File: src/rtl/mbf_pkg.sv
package mbf_pkg;
  localparam int WORD_W = 32;
  localparam int TYPE_W = 4;
  localparam int EVT_W  = WORD_W - TYPE_W;
  localparam int CNT_W  = 16;
  localparam int CRC_W  = 8;
  localparam int FLAG_W = 4;
  localparam int BYTES  = WORD_W / 8;
  localparam logic [CRC_W-1:0]  CRC_POLY = 8'hD5;
  localparam logic [TYPE_W-1:0] TYPE_HDR = 4'b1000;
  localparam logic [TYPE_W-1:0] TYPE_TRL = 4'b1001;
  localparam logic [CNT_W-1:0]  CNT_MAX  = {CNT_W{1'b1}};

  typedef enum logic [1:0] {SEL_HDR, SEL_PAY, SEL_TRL} selT;

  typedef struct packed {
    logic loadHdr;    // capture event number, clear crc and count
    logic accHdr;     // header accepted: fold it into crc
    logic accWord;    // payload accepted: fold into crc, bump count
    logic latchFlags; // last payload accepted: sample error flags
    selT  sel;        // output word source
  } strobeT;

  function automatic logic [CRC_W-1:0] crcWord(logic [CRC_W-1:0] c, logic [WORD_W-1:0] w);
    logic [CRC_W-1:0] r;
    r = c;
    for (int b = 0; b < BYTES; b++) begin
      r = r ^ w[8*b +: 8];
      for (int k = 0; k < 8; k++)
        r = r[CRC_W-1] ? ({r[CRC_W-2:0], 1'b0} ^ CRC_POLY) : {r[CRC_W-2:0], 1'b0};
    end
    return r;
  endfunction
endpackage

File: src/rtl/mbf_ctrl.sv
module mbf_ctrl
  import mbf_pkg::*;
(
  input  logic   clk,
  input  logic   rstN,
  input  logic   inValid,
  input  logic   inLast,
  input  logic   outReady,
  output logic   inReady,
  output logic   outValid,
  output strobeT strobe
);
  typedef enum logic [1:0] {ST_IDLE, ST_HDR, ST_PAY, ST_TRL} stateT;
  stateT state, stateNext;

  always_ff @(posedge clk) begin
    if (!rstN) state <= ST_IDLE;
    else       state <= stateNext;
  end

  always_comb begin
    stateNext = state;
    inReady   = 1'b0;
    outValid  = 1'b0;
    strobe    = '{loadHdr: 1'b0, accHdr: 1'b0, accWord: 1'b0, latchFlags: 1'b0, sel: SEL_HDR};
    unique case (state)
      ST_IDLE: begin
        if (inValid) begin
          strobe.loadHdr = 1'b1;
          stateNext      = ST_HDR;
        end
      end
      ST_HDR: begin
        outValid   = 1'b1;
        strobe.sel = SEL_HDR;
        if (outReady) begin
          strobe.accHdr = 1'b1;
          stateNext     = ST_PAY;
        end
      end
      ST_PAY: begin
        outValid   = inValid;
        inReady    = outReady;
        strobe.sel = SEL_PAY;
        if (inValid && outReady) begin
          strobe.accWord = 1'b1;
          if (inLast) begin
            strobe.latchFlags = 1'b1;
            stateNext         = ST_TRL;
          end
        end
      end
      ST_TRL: begin
        outValid   = 1'b1;
        strobe.sel = SEL_TRL;
        if (outReady) stateNext = ST_IDLE;
      end
      default: stateNext = ST_IDLE;
    endcase
  end
endmodule

File: src/rtl/mbf_dpath.sv
module mbf_dpath
  import mbf_pkg::*;
(
  input  logic              clk,
  input  logic              rstN,
  input  strobeT            strobe,
  input  logic [EVT_W-1:0]  eventNum,
  input  logic [WORD_W-1:0] inData,
  input  logic [FLAG_W-1:0] flagsN,
  output logic [WORD_W-1:0] outData
);
  logic [EVT_W-1:0]  evtQ;
  logic [CRC_W-1:0]  crcQ;
  logic [CNT_W-1:0]  cntQ;
  logic              satQ;
  logic [FLAG_W-1:0] flagQ;
  logic [WORD_W-1:0] hdrWord, trlWord, crcIn;

  assign hdrWord = {TYPE_HDR, evtQ};
  assign trlWord = {TYPE_TRL, crcQ, flagQ[3:1], flagQ[0] & ~satQ, cntQ};
  assign crcIn   = (strobe.sel == SEL_HDR) ? hdrWord : inData;

  always_ff @(posedge clk) begin
    if (!rstN) begin
      evtQ  <= '0;
      crcQ  <= '0;
      cntQ  <= '0;
      satQ  <= 1'b0;
      flagQ <= '1;
    end else begin
      if (strobe.loadHdr) begin
        evtQ <= eventNum;
        crcQ <= '0;
        cntQ <= '0;
        satQ <= 1'b0;
      end
      if (strobe.accHdr || strobe.accWord) crcQ <= crcWord(crcQ, crcIn);
      if (strobe.accWord) begin
        if (cntQ == CNT_MAX) satQ <= 1'b1;
        else                 cntQ <= cntQ + 1'b1;
      end
      if (strobe.latchFlags) flagQ <= flagsN;
    end
  end

  always_comb begin
    unique case (strobe.sel)
      SEL_HDR: outData = hdrWord;
      SEL_PAY: outData = inData;
      default: outData = trlWord;
    endcase
  end
endmodule

File: src/rtl/mbf_framer.sv
module mbf_framer
  import mbf_pkg::*;
(
  input  logic              clk,
  input  logic              rstN,
  input  logic              inValid,
  output logic              inReady,
  input  logic [WORD_W-1:0] inData,
  input  logic              inLast,
  input  logic [EVT_W-1:0]  eventNum,
  input  logic              accErrN,
  input  logic              ttcErrN,
  input  logic              rdErrN,
  input  logic              ovfErrN,
  output logic              outValid,
  input  logic              outReady,
  output logic [WORD_W-1:0] outData
);
  strobeT strobe;

  mbf_ctrl u_ctrl (
    .clk(clk), .rstN(rstN), .inValid(inValid), .inLast(inLast),
    .outReady(outReady), .inReady(inReady), .outValid(outValid), .strobe(strobe)
  );

  mbf_dpath u_dpath (
    .clk(clk), .rstN(rstN), .strobe(strobe), .eventNum(eventNum), .inData(inData),
    .flagsN({accErrN, ttcErrN, rdErrN, ovfErrN}), .outData(outData)
  );
endmodule

File: config.mk
export PLATFORM = sky130hd
export DESIGN_NAME = mbf_framer
export DESIGN_NICKNAME = d
export VERILOG_FILES = /design/src/rtl/mbf_pkg.sv /design/src/rtl/mbf_ctrl.sv /design/src/rtl/mbf_dpath.sv /design/src/rtl/mbf_framer.sv
export SDC_FILE = /design/constraint.sdc
export NUM_CORES = 1
export LEC_CHECK = 0
export ABC_AREA = 0
export BUFFER_PORTS_ARGS = -buffer_cell sky130_fd_sc_hd__buf_4
export CORE_MARGIN = 2
export CORE_UTILIZATION = 60
export CTS_BUF_LIST = sky130_fd_sc_hd__clkbuf_4 sky130_fd_sc_hd__clkbuf_8
export DETAILED_ROUTE_END_ITERATION = 10
export GPL_ROUTABILITY_DRIVEN = 1
export PLACE_DENSITY = 0.87
export SKIP_LAST_GASP = 1
export SLEW_MARGIN = 20
export SYNTH_ARGS = -nofsm -noshare
export SYNTH_HDL_FRONTEND = slang
export SYNTH_SLANG_ARGS = --single-unit
File: constraint.sdc
create_clock -name clk -period 9.2 [get_ports clk]
set_input_delay 1.84 -clock clk [delete_from_list [all_inputs] [get_ports clk]]
set_output_delay 1.84 -clock clk [all_outputs]
set_load 0.1 [all_outputs]
==> impl_metrics.ini <==
[clock_network]
clockBufferDepth = 2
htreeDepth = 3
cts_tree = yes
cts_resized = 0
cts_setup_buffers = 0
hold_buffers = 0
clock_sinks = 59
insertion_delay_ns = 0.34
cts_made_buffers = 9
cts.clk_slew.worst_paths_ns = 0.08
clockRootBuffer = clkbuf_8

[die]
core_area_sq_mm = 0.00733
boundaryPins = 103
fp.dieW_microns = 91.6
die_area_sq_mm = 0.00839
die_h_microns = 91.6
start_util_pct = 62.8
num_rows = 31

[final_layout]
syn2layout_area_growth_pct = 21.1
fillCellCount = 546
num_antenna_cells = 0
seqCellArea_sq_mm = 0.00118
multi_input_area_sq_mm = 0.00322
layout-drive-gt1-share_pct = 21.1
final_cells = 761
nets = 733
fin_util_pct = 76.1

[yosys]
yosys-top-cells-area = dfxtp_1, xnor2_1, nand2_1
yosysSeqAreaShare_pct = 25.7
netlist_area_sq_mm = 0.00460
synth-edff-count = 0
ys_types = 45
synth_top_area_cell = dfxtp_1
synth_cells = 578
yosys_most_used_dff = dfxtp_1
synth_top_area_share_pct = 25.7
syn-num-nets = 654
yosys_warnings = 0
postSynthAreaPerCell_sq_um = 7.97
async_flop_share_pct = 0
ys_ff_latch = 59

[grt]
overflow = 0
grt_pass1_vias = 4315
grt_pass1_wl_microns = 21500
antenna_found_initial = 0
grt_use_total_pct = 32.2
grt_max_degree = 60

[sta]
worst_slack_ns = 4.42
setup_viol = 0
hold_viol = 0
setup_tns_ns = 0
fin_skew_ns = 0.00690
max_freq_mhz = 209
rsz0062_at_grt = false
max-slew-margin-rel_pct = 33.1
maxSlewViolCount = 0
tightest_slew_ns = 1.00
fin_crit_sh_pct = 52.0
period_needed_ns = 4.78

[setup_path]
cp.arrival_ns = 5.01
path_class = reg -> reg
critPathTopFamily = XOR/XNOR gates
cpMostUsedCell = xnor3_2
cp.required_ns = 9.42
worst_setup_path_start_kind = flip-flop
cp.depth = 14
worst_setup_path_end_kind = flip-flop
cp_num_buf_inv = 1
cp_cell_sequence = ha_1, buf_4, or2_4, mux2i_2, xnor2_2, xor2_2, xnor3_2, xnor3_1, xnor3_2, xnor3_2, xnor2_2, xnor2_1, o21a_1, nor2_1
crit_fanout = 59
r2r_setup_slack_ns = 4.42
ff2ff_path_depth = 14
cp_slowest_stage_delay_ns = 0.58
slowest_stage = or2_4

[route]
drt-wirelength-per-cell_microns = 17.6
drc = 0
met1Wirelength_microns = 5630
dr.pass1.iters = 5
dr_total_vias = 4532
wirelength_microns = 13400
highest_layer = met4
wl_met3_microns = 898
via_per_inst = 5.96
drtAntennaViolNets = 0
wl_met2_microns = 6540
drt_iter0_markers = 377

[place]
io_buffer_count = 102
pre_cts_ws_ns = 4.25
dp_cells = 745
place_congestion = 0.926
hpwlAfterDp_microns = 9950

[flow_run]
drv_cap = 0

[status]
status = finished clean

[min_path]
min_path_type = reg -> reg
worst_hold_path.num_cells = 2
## state kept, by name, summed over array words and instances, names as in the netlist
name           cells
u_dpath.satQ       1
u_dpath.flagQ      4
u_dpath.crcQ       8
u_dpath.cntQ      16
u_dpath.evtQ      28
u_ctrl.state       2
## layer usage
layer / GRT usage (%) / vias up
met1: 42.4 / 2150
met3: 5.06 / 32
met2: 53.6 / 209
li1: - / 2141
met4: 10.7 / 0
met5: 0 / -
## per-stage QoR
stage,area [sq um],hold WS [ns]
3_5_place_dp,5350,0.459
3_3_place_gp,5350,0.451
6_report,5580,0.472
5_1_grt,5580,0.488
2_1_floorplan,4600,0.437
4_1_cts,5580,0.472
## cell type report
cell class	count	share of cell area, %
clock buffers	9	2.22
clock inverters	7	1.82
inverters	6	0.404
well taps	99	2.22
flip-flops and latches	59	21.2
repair buffers	107	14.4
multi-input cells	474	57.8
## placed cells by master (no fill, tap or decap), types with 4 or more instances in the layout
| cell | Yosys | routed |
|---|---|---|
| xnor2_2 | 5 | 5 |
| nor2_1 | 36 | 36 |
| o21a_1 | 4 | 4 |
| clkbuf_8 | 0 | 9 |
| a21oi_1 | 56 | 56 |
| ha_1 | 7 | 7 |
| nand3_1 | 22 | 22 |
| a22oi_1 | 27 | 27 |
| inv_1 | 6 | 5 |
| dfxtp_1 | 59 | 59 |
| a31oi_1 | 5 | 5 |
| mux2i_1 | 18 | 18 |
| xor2_1 | 28 | 28 |
| xnor3_1 | 10 | 10 |
| buf_4 | 0 | 107 |
| o21ai_0 | 46 | 46 |
| nand2_1 | 104 | 104 |
| and2_1 | 5 | 5 |
| xnor2_1 | 64 | 64 |
| and3_1 | 4 | 4 |
## cells in the mapped netlist, drive strengths merged (2+ instances only)
cell and number:
a31oi 5, xnor3 13, and3 4, xnor2 69
nor2 36, clkbuf 30, a21oi 56, o21a 4
nand3 22, dfxtp 59, nand4 2, ha 7
xor2 31, and2 5, nor4 2, nand2b 2
nand2 104, mux2i 21, a22oi 27, inv 6
o21ai 46, nand3b 3, buf 9, and4 2
## worst paths after layout
path / start / endpoint
max: u_ctrl.state[1] / u_dpath.crcQ[6]
min: u_dpath.flagQ[3] / u_dpath.flagQ[3]
max reg2reg: u_ctrl.state[1] / u_dpath.crcQ[6]
min reg2reg: u_dpath.flagQ[3] / u_dpath.flagQ[3]
## worst reg2reg max path: cells and delay by family (launching register included)
family | cells | cell delay [ns]
DFF | 1 | 0.42
AOI/OAI and AO/OA | 1 | 0.12
buffers and inverters | 1 | 0.45
and+or+nand+nor | 2 | 0.63
adders and majority gates | 1 | 0.17
xor gates and xnor gates | 8 | 2.54
muxes | 1 | 0.33
## cell families (layout without fill, tap and decap cells)
family / after synthesis / in the layout / synth area share (%)
adders and majority gates: 7 / 7 / 1.90
xor gates and xnor gates: 114 / 114 / 27.3
AOI/OAI and AO/OA: 145 / 145 / 18.2
and+or+nand+nor: 186 / 186 / 17.4
buffers and inverters: 45 / 129 / 4.40
DFF: 59 / 59 / 25.7
muxes: 22 / 22 / 5.24
Power is not shown: default switching activity piles up to over one toggle a cycle in this logic, so the estimate is an artifact.
